[src/rtl/dctm_pkg.sv]
// Shared constants and types for the two-device cycle timing selector.
// Assumes modes fit in MODE_W bits and that the mode table is computed, not stored.
package dctm_pkg;
    localparam int MODE_W = 3;
    localparam int ADDR_W = 5;   // 2-bit chip select plus 3-bit device address

    typedef enum logic [1:0] {
        PH_IDLE   = 2'd0,
        PH_ACTIVE = 2'd1,
        PH_RECOV  = 2'd2,
        PH_DONE   = 2'd3
    } phase_t;
endpackage

[src/rtl/dctm_mode_pick.sv]
// Picks the timing mode for the request being offered.
// Register accesses use the slower device's mode. Data accesses use the target's
// mode only when the address matches the previous data cycle. Assumes mode values
// above MAX_MODE mean MAX_MODE.
module dctm_mode_pick #(
    parameter int MAX_MODE = 4
) (
    input  logic                        clk,
    input  logic                        rst_n,
    input  logic                        accept,
    input  logic                        is_data,
    input  logic                        dev,
    input  logic [1:0]                  cs,
    input  logic [2:0]                  da,
    input  logic [dctm_pkg::MODE_W-1:0] dev0_mode,
    input  logic [dctm_pkg::MODE_W-1:0] dev1_mode,
    output logic [dctm_pkg::MODE_W-1:0] mode_next
);
    import dctm_pkg::*;

    localparam logic [MODE_W-1:0] MODE_CAP = MODE_W'(MAX_MODE);

    logic [MODE_W-1:0] m0_eff, m1_eff, slow_mode, tgt_mode;
    logic [ADDR_W-1:0] last_addr;
    logic              last_valid;
    logic              addr_same;

    // Clamp the configured modes and find the slower one and the target's.
    always_comb begin
        m0_eff    = (dev0_mode > MODE_CAP) ? MODE_CAP : dev0_mode;
        m1_eff    = (dev1_mode > MODE_CAP) ? MODE_CAP : dev1_mode;
        slow_mode = (m0_eff < m1_eff) ? m0_eff : m1_eff;
        tgt_mode  = dev ? m1_eff : m0_eff;
    end

    // Choose full speed only for a data access that repeats the last data address.
    always_comb begin
        addr_same = last_valid && (last_addr == {cs, da});
        mode_next = (is_data && addr_same) ? tgt_mode : slow_mode;
    end

    // Remember the address of the last data access. A register access forgets it.
    always_ff @(posedge clk) begin
        if (!rst_n) begin
            last_addr  <= '0;
            last_valid <= 1'b0;
        end else if (accept) begin
            last_addr  <= {cs, da};
            last_valid <= is_data;
        end
    end
endmodule

[src/rtl/dctm_strobe_timer.sv]
// Runs one bus cycle: the strobe is low for the active count, high for the recovery
// count, then a one-clock done pulse. Counts fall linearly as the mode number rises.
// Assumes start is asserted only while ready is high.
module dctm_strobe_timer #(
    parameter int MAX_MODE = 4,
    parameter int ACT_STEP = 2,
    parameter int REC_STEP = 1
) (
    input  logic                        clk,
    input  logic                        rst_n,
    input  logic                        start,
    input  logic                        start_write,
    input  logic [dctm_pkg::MODE_W-1:0] start_mode,
    output logic                        ready,
    output logic                        rd_n,
    output logic                        wr_n,
    output logic                        done,
    output logic [dctm_pkg::MODE_W-1:0] cur_mode
);
    import dctm_pkg::*;

    localparam int MAX_CNT = ACT_STEP * (MAX_MODE + 1) + REC_STEP * (MAX_MODE + 1);
    localparam int CNT_W   = $clog2(MAX_CNT + 1);

    phase_t            phase;
    logic [CNT_W-1:0]  cnt;
    logic [CNT_W-1:0]  act_load, rec_load;
    logic              is_write;

    // Active count for the new request, and recovery count for the latched mode.
    always_comb begin
        act_load = CNT_W'(ACT_STEP * (MAX_MODE + 1 - int'(start_mode)) - 1);
        rec_load = CNT_W'(REC_STEP * (MAX_MODE + 1 - int'(cur_mode)) - 1);
    end

    // Step the phase sequence and the period counter.
    always_ff @(posedge clk) begin
        if (!rst_n) begin
            phase    <= PH_IDLE;
            cnt      <= '0;
            cur_mode <= '0;
            is_write <= 1'b0;
        end else begin
            case (phase)
                PH_IDLE: if (start) begin
                    phase    <= PH_ACTIVE;
                    cnt      <= act_load;
                    cur_mode <= start_mode;
                    is_write <= start_write;
                end
                PH_ACTIVE: if (cnt == '0) begin
                    phase <= PH_RECOV;
                    cnt   <= rec_load;
                end else begin
                    cnt <= cnt - 1'b1;
                end
                PH_RECOV: if (cnt == '0) begin
                    phase <= PH_DONE;
                end else begin
                    cnt <= cnt - 1'b1;
                end
                default: phase <= PH_IDLE;
            endcase
        end
    end

    // Decode the outputs from the phase.
    always_comb begin
        ready = (phase == PH_IDLE);
        done  = (phase == PH_DONE);
        rd_n  = !((phase == PH_ACTIVE) && !is_write);
        wr_n  = !((phase == PH_ACTIVE) && is_write);
    end
endmodule

[src/rtl/dual_dev_cycle_timer.sv]
// Top level. Accepts cycle requests for a cable shared by two devices, picks the
// timing mode for each one and runs the strobe. It also reports whether DMA may
// be used toward the target device. Assumes the request fields stay steady while
// req_valid is high.
module dual_dev_cycle_timer #(
    parameter int MAX_MODE = 4,
    parameter int ACT_STEP = 2,
    parameter int REC_STEP = 1
) (
    input  logic       clk,
    input  logic       rst_n,
    input  logic       req_valid,
    output logic       req_ready,
    input  logic       req_write,
    input  logic       req_is_data,
    input  logic [1:0] req_cs,
    input  logic [2:0] req_da,
    input  logic       req_dev,
    input  logic [2:0] dev0_mode,
    input  logic [2:0] dev1_mode,
    input  logic       dev0_dma_ok,
    input  logic       dev1_dma_ok,
    output logic       rd_n,
    output logic       wr_n,
    output logic [2:0] sel_mode,
    output logic       cycle_done,
    output logic       dma_permit
);
    import dctm_pkg::*;

    logic              accept;
    logic [MODE_W-1:0] mode_next;

    // A request is taken only while the timer is idle.
    always_comb begin
        accept     = req_valid && req_ready;
        dma_permit = req_dev ? dev0_dma_ok : dev1_dma_ok;
    end

    dctm_mode_pick #(.MAX_MODE(MAX_MODE)) pick_i (
        .clk       (clk),
        .rst_n     (rst_n),
        .accept    (accept),
        .is_data   (req_is_data),
        .dev       (req_dev),
        .cs        (req_cs),
        .da        (req_da),
        .dev0_mode (dev0_mode),
        .dev1_mode (dev1_mode),
        .mode_next (mode_next)
    );

    dctm_strobe_timer #(
        .MAX_MODE (MAX_MODE),
        .ACT_STEP (ACT_STEP),
        .REC_STEP (REC_STEP)
    ) timer_i (
        .clk         (clk),
        .rst_n       (rst_n),
        .start       (accept),
        .start_write (req_write),
        .start_mode  (mode_next),
        .ready       (req_ready),
        .rd_n        (rd_n),
        .wr_n        (wr_n),
        .done        (cycle_done),
        .cur_mode    (sel_mode)
    );
endmodule

[config.mk]
export PLATFORM = sky130hd
export DESIGN_NAME = dual_dev_cycle_timer
export DESIGN_NICKNAME = d
export VERILOG_FILES = /design/src/rtl/dctm_pkg.sv /design/src/rtl/dctm_mode_pick.sv /design/src/rtl/dctm_strobe_timer.sv /design/src/rtl/dual_dev_cycle_timer.sv
export SDC_FILE = /design/constraint.sdc
export NUM_CORES = 1
export LEC_CHECK = 0
export BUFFER_PORTS_ARGS = -buffer_cell sky130_fd_sc_hd__buf_2
export CAP_MARGIN = 20
export CORE_MARGIN = 2
export CORE_UTILIZATION = 53
export DETAILED_ROUTE_END_ITERATION = 10
export PLACE_DENSITY = 0.87
export SLEW_MARGIN = 20
export SYNTH_ARGS = -nofsm -noshare
export SYNTH_HDL_FRONTEND = slang
export SYNTH_HIERARCHICAL = 1
export SYNTH_SLANG_ARGS = --single-unit
[constraint.sdc]
create_clock -name clk -period 2.8 [get_ports clk]
set_input_delay 0.28 -clock clk [delete_from_list [all_inputs] [get_ports clk]]
set_output_delay 0.28 -clock clk [all_outputs]
set_load 0.01 [all_outputs]
### Word-level counts from Yosys, hierarchy flattened

Index checks and enable logic that the tools add are counted.
Widths: inputs -> output; s select.

| storage, ports and cells | value |
|---|---|
| bits in registers | 16 |
| input bits | 19 |
| output and inout bits | 8 |
| word-level logic and storage cells | 50 |

| cells by class | value |
|---|---|
| add/sub/neg operators | 5 |
| magnitude comparators | 3 |
| equal/unequal tests | 8 |
| multiplexer cells | 14 |
| reduce and logical (&&, ||, !) cells | 14 |

Operators by type and width:

| kind | number |
|---|---|
| $mux 3 | 5 |
| $mux 4 | 3 |
| $pmux 4 s3 | 1 |
| $sub 4x2->4 const B | 2 |
| $gt 3x3->1 const B | 2 |
| $mux 2 | 3 |
| $ne 2x1->1 const B | 3 |
| $pmux 2 s3 | 1 |
| $reduce_and 3->1 | 2 |
| $eq 5x5->1 | 1 |
| $logic_and 1x1->1 | 5 |
| $eq 2x2->1 const B | 2 |
| $logic_not 4->1 | 1 |
| $sub 3x3->4 const A | 1 |
| $sub 4x1->4 const B | 1 |
| $logic_not 1->1 | 3 |
| $lt 3x3->1 | 1 |
| $reduce_bool 3->1 | 1 |
| $sub 3x3->3 const A | 1 |
| $eq 2x1->1 const B | 1 |
| $logic_not 2->1 | 1 |
| $ne 2x2->1 const B | 1 |
| $reduce_and 2->1 | 1 |
| $mux 1 | 1 |

### Logic depth before layout (Yosys ltp)

Gate-level depths: netlist of the first run.

| logic depth | value |
|---|---|
| word-level depth | 9 |
| gate-level depth with buffers | 14 |

### By module

Netlist of the first run, hierarchy kept.

By module, submodules not included:

| module | instances | cells an instance | area each (um^2) |
|---|---|---|---|
| dctm_strobe_timer | 1 | 96 | 762.0 |
| dctm_mode_pick | 1 | 45 | 416.6 |
| dual_dev_cycle_timer | 1 | 2 | 21.3 |

### Worst setup path after synthesis of the first run

No wires, ideal clock.

| timing | value |
|---|---|
| path kind | input -> register |
| from | in dev1_mode[2] |
| to | reg timer_i.cnt[3] |
| setup time | 121 ps |
| data arrival time | 2,137 ps |
| required time | 2,679 ps |
| setup slack | 542 ps |
| stages on the path | 14 |
| buffers on the path | 0 |
| cells stage by stage | inv_1 -> nand2_1 -> ha_1 -> inv_1 -> a31oi_1 -> o21ai_0 -> a32o_1 -> mux2i_1 -> inv_1 -> ha_1 -> xor2_1 -> xnor2_1 -> o211ai_1 -> o21ai_0 |

| between the ends | value |
|---|---|
| cells in the longest elaborated chain, start to end | 9 |
| elaborated cells between the ends (all ways) | 10 |
| classes of those cells | add/sub: 2; order compare: 2; mux: 6 |

RTL lines:

| element | RTL line | source |
|---|---|---|
| start: declaration | dual_dev_cycle_timer.sv:20 | `input logic [2:0] dev1_mode,` |
| $gt 3x3->1 | dctm_mode_pick.sv:31 | `m1_eff = (dev1_mode > MODE_CAP) ? MODE_CAP : dev1_mode;` |
| $mux 3 (*) | dctm_mode_pick.sv:31 |  |
| $lt 3x3->1 | dctm_mode_pick.sv:32 | `slow_mode = (m0_eff < m1_eff) ? m0_eff : m1_eff;` |
| $mux 3 | dctm_mode_pick.sv:32 |  |
| $mux 3 (*) | dctm_mode_pick.sv:39 | `mode_next = (is_data && addr_same) ? tgt_mode : slow_mode;` |
| via mode_next[1] | dual_dev_cycle_timer.sv:32 | `logic [MODE_W-1:0] mode_next;` |
| $sub 3x3->3 (*) | dctm_strobe_timer.sv:32 | `act_load = CNT_W'(ACT_STEP * (MAX_MODE + 1 - int'(start_mode)) - 1);` |
| $sub 4x2->4 (*) | dctm_strobe_timer.sv:32 |  |
| $mux 4 (*) | dctm_strobe_timer.sv:45 | `PH_IDLE: if (start) begin` |
| $pmux 4 s3 (*) | dctm_strobe_timer.sv:44 | `case (phase)` |
| end signal: assignment | dctm_strobe_timer.sv:47 | `cnt <= act_load;` |
| end signal: assignment | dctm_strobe_timer.sv:53 | `cnt <= rec_load;` |
| end signal: assignment | dctm_strobe_timer.sv:55 | `cnt <= cnt - 1'b1;` |
| end: declaration | dctm_strobe_timer.sv:26 | `logic [CNT_W-1:0] cnt;` |

The timed path passes the listed nets; every way through them passes the cells marked *. The select of a mux whose other input is x is not followed.
A chain may end at the register's enable or synchronous reset.

### Final worst setup path of the first run

| timing | value |
|---|---|
| from | reg pick_i.last_addr[2] |
| to | reg timer_i.cnt[3] |

| between the ends | value |
|---|---|
| cells in the longest elaborated chain, start to end | 8 |

RTL lines:

| element | RTL line | source |
|---|---|---|
| start: declaration | dctm_mode_pick.sv:24 | `logic [ADDR_W-1:0] last_addr;` |
| start signal: assignment | dctm_mode_pick.sv:48 | `last_addr <= {cs, da};` |
| $eq 5x5->1 | dctm_mode_pick.sv:38 | `addr_same = last_valid && (last_addr == {cs, da});` |
| $logic_and 1x1->1 | dctm_mode_pick.sv:38 |  |
| $logic_and 1x1->1 | dctm_mode_pick.sv:39 |  |
| $mux 3 | dctm_mode_pick.sv:39 |  |
| via mode_next[0] | dual_dev_cycle_timer.sv:32 |  |
| $sub 3x3->3 | dctm_strobe_timer.sv:32 |  |
| $sub 4x2->4 | dctm_strobe_timer.sv:32 |  |
| $mux 4 | dctm_strobe_timer.sv:45 |  |
| $pmux 4 s3 | dctm_strobe_timer.sv:44 |  |

The timed path passes the listed nets, and every way through them passes these cells. The select of a mux whose other input is x is not followed.

==> metrics.txt, run 1 <==
Clk Latency, worst-skew pair=290 ps; post-route ant nets=0; CORE AREA=2170 sq um; Initial Util=55.3%; RePlAce Congestion=0.860; Crit. End Element=register; die extent in x=between 50 and 60 um; Peak Freq=410 MHz; Pre-Repair DR Iteration Count=4; Total GRT Usage=19.9%; gr ovfl total=0; Worst Setup Start Kind=register; Final Hold Vio Count=0; initial antenna violation count=0; r2r setup slk=360 ps; area leader, netlist=dfxtp_1; Clock Sinks=16; Avg Inst Size Synth=8.39 sq um; commonest non-fill, non-tap cell in the layout=buf_2; FF+latch count, synth=16; fin util=63.6%; Worst-path clk slew=100 ps; area grow syn2layout=15.0%; Data arrival, critical path=2670 ps; Final min period=2440 ps; # Post-CTS Setup Buffers=0; Top Ports=27; HPWL Detailed=1850 um; PwrDens=about 890 nW/um^2; Clock Skew=1.68 ps; Finished Layout Cells=just under 200; worst-case headroom to the max-slew limit=67.6%; Die ar.=2660 sq um; Worst Setup SP=pick_i/last_addr[2]; vias in the first global route=around 950; leakage power figure=0.631 nW; Worst Tran Pin Value=486 ps; CTS tree=built; Req. time, crit path=about 3000 ps; first-pass GRT wire length=roughly 4000 um; # DRC=0; synthesized area=1200 sq um; share of cells above drive strength 1=21.3%; synth top area cells=dfxtp_1 27%, ha_1 11%, mux2i_1 6.7%; part of the cycle the worst path needs=87.0%; post-synthesis cell count=143; Vias/cell=about 5.6; Hold Path Class=in2reg; Iteration-0 DRC Markers=33; Worst Reg2Reg Path Length in Cells=10; CTS H-tree depth=1; Slew Limit Fails=0; Synth Flop Type=dfxtp_1; row count=17; status=complete, no violations; CP Class=reg2reg; hold_buf cts=0; hold depth=3; number of flops mapped to enable cells by yosys=0; post-synth top area share=between 20% and 30%; Die Ht=around 52 um; Max clock buf depth=2; final setup vio count=0; Setup Total Neg Slack=0 ps; Max Fanout on Critical Path=4; Worst Setup EP=timer_i/cnt[3]; placed insts=193; FF-to-FF End=timer_i/cnt[3]; total power=0.00123 W; Unique masters post-synth=37; maximum vdd drop=527 uV; commonest cells after routing, fill and taps aside=26 x buf_2, 16 x dfxtp_1, 15 x nand2_1; post-cts sizing count=0; Syn. warnings=6; via count=approximately 1,100; asr flop ratio synth=0%; Post-Syn Nets=173; final net count=200; CTS Buf Count=3; sequential share of the synthesized area=26.7%; DR WL/cell=12.7 um; RSZ-0062 raised after global routing=false; final WL=2510 um; PortBufs=26; max_cap viols=0; reg2reg start=pick_i/last_addr[2]; largest net degree at the start of global routing=19; # diodes=0; Root Driver=clkbuf_4
where the power goes:
part | internal [W] | switching, W | total [W]
clock | 0.0000793 | 0.0000772 | 0.000157
sequential | 0.000288 | 0.0000735 | 0.000361
combinational | 0.000299 | 0.000409 | 0.000708
total | 0.000666 | 0.000560 | 0.00123
through the flow:
stage	area, sq um	setup slack, ps	hold WS [ps]
2_1_floorplan	1200	542	408
3_3_place_gp	1340	344	459
3_5_place_dp	1340	237	480
4_1_cts	1380	377	235
5_1_grt	1380	153	271
6_report	1380	363	244
critical path, stage by stage (launching register included):
cell,delay [ps]
dfxtp_1,330
xor2_1,180
nor4_4,380
a21oi_1,120
a32o_1,260
mux2i_1,320
ha_1,220
xor2_1,170
xnor2_1,150
o211ai_1,90
o21ai_0,150
sequential cells by signal, summed over array words and instances (netlist names):
name / flops
pick_i/last_addr: 5
timer_i/phase: 2
pick_i/last_valid: 1
timer_i/is_write: 1
timer_i/cnt: 4
timer_i/cur_mode: 3
metal layers:
layer,track usage [%],wire (um)
met5,0,0
met4,9.21,27
met3,2.01,185
met2,34.0,1180
met1,25.0,1120
logic make-up after synthesis:
kind of cell    share of synthesized area, %
buf+inv                                 6.46
xor+xnor                                6.57
compound gates                          18.4
mux                                     7.92
fa+ha+maj                               11.5
simple gates                            22.5
flops                                   26.7
synth_stat cells, types with 4 or more instances:
master    count
dfxtp_1      16
nand2_1      15
inv_1        13
ha_1         11
mux2i_1       8
o21ai_0       8
nand3_1       7
nor2b_1       7
xor2_1        7
a21boi_0      5
nor2_1        5
a21oi_1       4
nand2b_1      4
worst min-delay path by stage:
| stage | start | end | slack [ps] |
|---|---|---|---|
| final | req_write | timer_i/is_write | 240 |
| after global routing | req_write | timer_i/is_write | 270 |
| after CTS | req_write | timer_i/is_write | 240 |
| after detailed placement | timer_i/is_write | timer_i/is_write | 480 |
| after global placement | timer_i/is_write | timer_i/is_write | 460 |
| after floorplan | rst_n | pick_i/last_valid | 410 |
area by class of cell:
class,count,area [sq um]
multi-input combinational,109,802
timing repair buffer,27,138
inverter,13,48.8
tap,28,35.0
fill,203,790
clock buffer,4,36.3
sequential,16,320
Note: power is estimated with default switching activity, not from simulation.
==> inputs of run 2 (changes only) <==
Settings changed: CELL_PAD_IN_SITES_DETAIL_PLACEMENT from default to 0, CELL_PAD_IN_SITES_GLOBAL_PLACEMENT from default to 2, CORE_ASPECT_RATIO from default to 0.5, CORE_UTILIZATION 53 to 31, MAX_ROUTING_LAYER from default to met4, REMOVE_ABC_BUFFERS from default to 1.
==> metrics.txt, run 2 (synthesized netlist as in run 1, its figures left out) <==
Worst-path clk slew=70 ps (-30 ps); commonest non-fill, non-tap cell in the layout=buf_2; post-route worst setup slack=405 ps (+41.1 ps); Setup Total Neg Slack=0 ps (unchanged); final setup vio count=0 (unchanged); final net count=200 (unchanged); placed insts=216 (+12%); Vias/cell=4.84 (-14%); CP max stage cell=nor4_4; Pre-Repair DR Iteration Count=4 (unchanged); crit-path most repeated cell=xor2_1; Filler cells=373 (+84%); CP Cell Sequence=xor2_1 -> nor4_4 -> a21oi_1 -> a32o_1 -> mux2i_1 -> inv_1 -> ha_1 -> xor2_1 -> xnor2_1 -> o211ai_1 -> o21ai_0; # Post-CTS Setup Buffers=0 (unchanged); Clock Sinks=16 (unchanged); crit-path leading delay family=compound AO/OA/AOI/OAI gates; Root Driver=clkbuf_8; share of cells above drive strength 1=20.8% (-0.47 points); Top Ports=27 (unchanged); Hold Path Class=in2reg; DR WL/cell=10.9 um (-15%); Iteration-0 DRC Markers=23 (-30%); Die Ht=48.0 um (-7.0%); CTS H-tree depth=1 (unchanged); Req. time, crit path=2930 ps (-100 ps); maximum vdd drop=266 uV (-50%); register with the most flip-flops=pick_i/last_addr; first-pass GRT wire length=3930 um (-2.2%); slowest stage delay, CP=360 ps (-20 ps); CTS Buf Count=3 (unchanged); Data arrival, critical path=2530 ps (-140 ps); CP Class=reg2reg; Buf+Inv Stages, Crit Path=1 (+1); Crit. End Element=register; via count=1,059 (-4.1%); status=complete, no violations; Peak Freq=417 MHz (+1.7%); fin util=39.6% (-24 points); max_cap viols=0 (unchanged); RePlAce Congestion=0.752 (-13%); # diodes=0 (unchanged); gr ovfl total=0 (unchanged); Final Hold Vio Count=0 (unchanged); worst-case headroom to the max-slew limit=65.1% (-2.5 points); post-cts sizing count=0 (unchanged); Multi-input gate area=802 sq um (unchanged); Total GRT Usage=11.8% (-8.1 points); HPWL Detailed=1890 um (+1.7%); Slew Limit Fails=0 (unchanged); die extent in x=92.0 um (+78%); PortBufs=26 (unchanged); CORE AREA=3570 sq um (+64%); PwrDens=866 nW/um^2 (-2.5%); number of flip-flops in the largest register=5 (unchanged); final WL=2380 um (-5.2%); # DRC=0 (unchanged); vias in the first global route=872 (-8.6%); biggest regs=pick_i/last_addr (5), timer_i/cnt (4), timer_i/cur_mode (3); commonest cells after routing, fill and taps aside=26 x buf_2, 16 x dfxtp_1, 15 x nand2_1; Clock Skew=6.20 ps (+4.52 ps); row count=15 (-2); Worst Setup Start Kind=register; initial antenna violation count=0 (unchanged); Worst Tran Pin Value=519 ps (+32.7 ps); part of the cycle the worst path needs=85.5% (-1.5 points); Die ar.=4410 sq um (+66%); Max Fanout on Critical Path=4 (unchanged); Clk Latency, worst-skew pair=250 ps (-40 ps); area grow syn2layout=17.8%; Final min period=2400 ps (-41.1 ps); register area=320 sq um (unchanged); leakage power figure=0.632 nW (about the same); hold_buf cts=0 (unchanged); Max clock buf depth=2 (unchanged); post-route ant nets=0 (unchanged); worst slack, placed=232 ps (-5.54 ps); RSZ-0062 raised after global routing=false; Finished Layout Cells=219 (+11%); Initial Util=33.6% (-22 points); CTS tree=built; largest net degree at the start of global routing=19 (unchanged)
-- run 2: cell count changes in the layout (fill, tap and decap cells not counted) --
cell and delta:
clkbuf_8 +2, clkbuf_4 -3
-- run 2: cell type report --
| class | instances | area share, % |
|---|---|---|
| clock buffers | 3 | 2.92 |
| inverters | 13 | 3.45 |
| multi-input cells | 109 | 56.7 |
| flip-flops and latches | 16 | 22.7 |
| well taps | 51 | 4.51 |
| repair buffers | 27 | 9.73 |
-- run 2: where the power goes --
| group | total [W] | switching, W | internal (W) | leakage [nW] |
|---|---|---|---|---|
| Clock | 0.000172 | 0.0000767 | 0.0000953 | 0.0216 |
| Combinational | 0.000694 | 0.000396 | 0.000298 | 0.479 |
| Sequential | 0.000359 | 0.0000706 | 0.000288 | 0.131 |
| Total | 0.00123 | 0.000543 | 0.000682 | 0.632 |
-- run 2: worst paths after layout --
path,from,end,slack (ps),cells after the start
worst min register to register,timer_i/is_write,timer_i/is_write,480,2
worst max register to register,pick_i/last_addr[2],timer_i/cnt[3],400,11
worst max-delay path,pick_i/last_addr[2],timer_i/cnt[3],400,11
worst min-delay path,req_write,timer_i/is_write,290,3
-- run 2: through the flow --
step	cell area (sq um)	hold WS [ps]	total power [W]
2_1_floorplan	1170	402	0.000883
3_3_place_gp	1370	470	0.00107
3_5_place_dp	1370	471	0.00106
4_1_cts	1410	283	0.00123
5_1_grt	1410	301	0.00135
6_report	1410	287	0.00123
-- run 2: worst reg2reg max path: cells and delay by family (launching register included) --
kind	cells	cell delay, ps
flip-flops	1	310
multiplexers	1	270
AND/OR/NAND/NOR	1	360
XOR/XNOR	3	460
AO/OA/AOI/OAI	4	600
adder cells (fa/ha/maj)	1	190
buffers and inverters	1	80
-- run 2: layer usage --
layer  global-route usage (%)  routed length (um)  share of wire, %
met1                     14.1                1150                48
met2                     20.9                1150                48
met3                     2.83                  61               2.6
met4                     2.69                  22              0.93
met5                        -                   0                 0
==> inputs of run 3 (changes only) <==
Settings changed: ABC_AREA from default to 1, CORE_UTILIZATION 31 to 26, PLACE_DENSITY 0.87 to 0.84.
Clock period 2.8 ns to 2.2 ns, I/O delays scaled along.
==> metrics.txt, run 3 <==
status=complete, no violations; biggest regs=pick_i/last_addr (5), timer_i/cnt (4), timer_i/cur_mode (3); Max clock buf depth=2 (unchanged); Final Hold Vio Count=0 (unchanged); Total GRT Usage=11.9% (+0.16 points); commonest non-fill, non-tap cell in the layout=nand2_1; RSZ-0062 raised after global routing=false; CORE AREA=5020 sq um (+41%); Worst Setup Start Kind=register; Worst Tran Pin Value=235 ps (-284 ps); hold_buf cts=0 (unchanged); Iteration-0 DRC Markers=32 (+39%); slowest stage delay, CP=390 ps (+30 ps); # diodes=0 (unchanged); area leader, netlist=dfxtp_1; worst-case headroom to the max-slew limit=84.3% (+19 points); Die ar.=5970 sq um (+35%); part of the cycle the worst path needs=86.9% (+1.3 points); Crit. End Element=register; number of flops mapped to enable cells by yosys=0 (unchanged); commonest cells in the netlist=54 x nand2_1, 31 x inv_1, 22 x nor2_1; Vias/cell=4.34 (-10%); Initial Util=27.6% (-6.0 points); FF+latch count, synth=16 (unchanged); first-pass GRT wire length=5660 um (+44%); DR WL/cell=10.2 um (-6.4%); Hold Path Class=in2reg; commonest cells after routing, fill and taps aside=53 x nand2_1, 31 x inv_1, 26 x buf_2; initial antenna violation count=0 (unchanged); synth top area cells=dfxtp_1 23%, nand2_1 15%, ha_1 9.9%; RePlAce Congestion=0.795 (+5.8%); number of flip-flops in the largest register=5 (unchanged); Req. time, crit path=2390 ps (-540 ps); Avg Inst Size Synth=6.22 sq um (-26%); maximum vdd drop=337 uV (+27%); final net count=287 (+44%); CP Class=reg2reg; Max Fanout on Critical Path=3 (-1); Worst Min Path Start=req_da[0]; share of cells above drive strength 1=26.2% (+5.3 points); HPWL Detailed=2680 um (+42%); Unique masters post-synth=25 (-32%); Data arrival, critical path=2100 ps (-430 ps); Synth Flop Type=dfxtp_1; row count=18 (+3); CP Cell Sequence=inv_2 -> nand2_2 -> nand2_2 -> nor2_1 -> nand2_1 -> nor2_2 -> nand4_1 -> nand2_2 -> inv_1 -> ha_1 -> xnor2_1 -> nand2_1 -> nand2_1 -> nand2_1 -> nand2_1 -> nand2_1 -> a21oi_2; post-route ant nets=0 (unchanged); PwrDens=1100 nW/um^2 (+27%); Clk Latency, worst-skew pair=250 ps (about the same); area grow syn2layout=21.8%; Clock Skew=2.99 ps (-3.21 ps); die extent in x=107 um (+17%); sequential share of the synthesized area=23.1% (-3.6 points); via count=1,414 (+34%); Syn. warnings=6 (unchanged); CTS tree=built; register with the most flip-flops=pick_i/last_addr; # DRC=0 (unchanged); CTS Buf Count=3 (unchanged); Peak Freq=523 MHz (+25%); Root Driver=clkbuf_8; Setup Total Neg Slack=0 ps (unchanged); largest net degree at the start of global routing=15 (-4); Clock Sinks=16 (unchanged); synthesized area=1390 sq um (+16%); gr ovfl total=0 (unchanged); most numerous cell in the Yosys netlist=nand2_1; final setup vio count=0 (unchanged); Worst Setup SP=pick_i/last_addr[1]; post-synth top area share=23.1% (-3.6 points); total power=0.00186 W (+52%); max_cap viols=0 (unchanged); leakage power figure=0.866 nW (+37%); vias in the first global route=1,307 (+50%); reg2reg start=pick_i/last_addr[1]; Pre-Repair DR Iteration Count=4 (unchanged); CTS H-tree depth=1 (unchanged); Top Ports=27 (unchanged); asr flop ratio synth=0% (unchanged); r2r setup slk=290 ps (-120 ps); PortBufs=26 (unchanged); Worst Reg2Reg Path Length in Cells=17 (+6); hold depth=3 (unchanged); Worst-path clk slew=70 ps (about the same); Final min period=1910 ps (-484 ps); crit-path most repeated cell=nand2_1; Die Ht=55.7 um (+16%); Slew Limit Fails=0 (unchanged); post-synthesis cell count=223 (+56%); final WL=3310 um (+39%); CP max stage cell=dfxtp_1
[run 3: metrics by stage]
step                instances  worst slack (ps)  instance area [sq um]  utilization, %  hold slack, ps
floorplan                 222               285                   1380               -             355
global placement          321              63.2                   1620            32.3             475
detailed placement        321             -16.1                   1620            32.3             480
CTS                       325               235                   1680            33.4             224
global route              326              8.18                   1690            33.7             240
finish                    326               289                   1690            33.7             224
[run 3: kinds of logic (layout without fill, tap and decap cells)]
family / count (synthesis) / in the layout / synth area share (%)
buffers and inverters: 39 / 72 / 10.6
AO/OA/AOI/OAI: 45 / 45 / 17.2
adder cells (fa/ha/maj): 11 / 11 / 9.92
XOR/XNOR: 4 / 4 / 2.53
flip-flops: 16 / 16 / 23.1
AND/OR/NAND/NOR: 108 / 108 / 36.6
[run 3: worst max-delay path, delay by kind of cell, from the launching register on]
family	cells	cell delay (ps)
fa+ha+maj	1	210
flops	1	390
compound gates	1	110
buf+inv	2	110
xor+xnor	1	160
simple gates	12	890
[run 3: metal layers]
layer	global-route usage (%)	part of all wire, %	vias to the layer above
met5	-	0	-
met4	2.78	0.57	0
met3	2.46	3.6	2
met2	19.4	46	20
met1	15.3	50	621
li1	-	-	771
[run 3: area by class of cell]
cell class	instances	area (sq um)
multi-input cells	168	922
well taps	70	87.6
clock buffers	4	55.1
fillers	572	3330
inverters	38	143
flip-flops and latches	16	323
repair buffers	30	160
[run 3: report_power, final]
group / total (W) / switching (W) / internal (W)
Combinational: 0.00113 / 0.000697 / 0.000431
Clock: 0.000265 / 0.000107 / 0.000159
Sequential: 0.000463 / 0.0000792 / 0.000383
[run 3: worst paths after layout]
check | endpoint
setup / recovery | timer_i/cnt[3]
hold / removal | pick_i/last_addr[0]
setup reg to reg | timer_i/cnt[3]
hold reg to reg | timer_i/cnt[1]
[run 3: what timing repair did]
item | 4_1_cts | 5_1_grt
endpoints found under the setup margin | 0 | 1
setup buffers | 0 | 1
resized for setup | 0 | 4
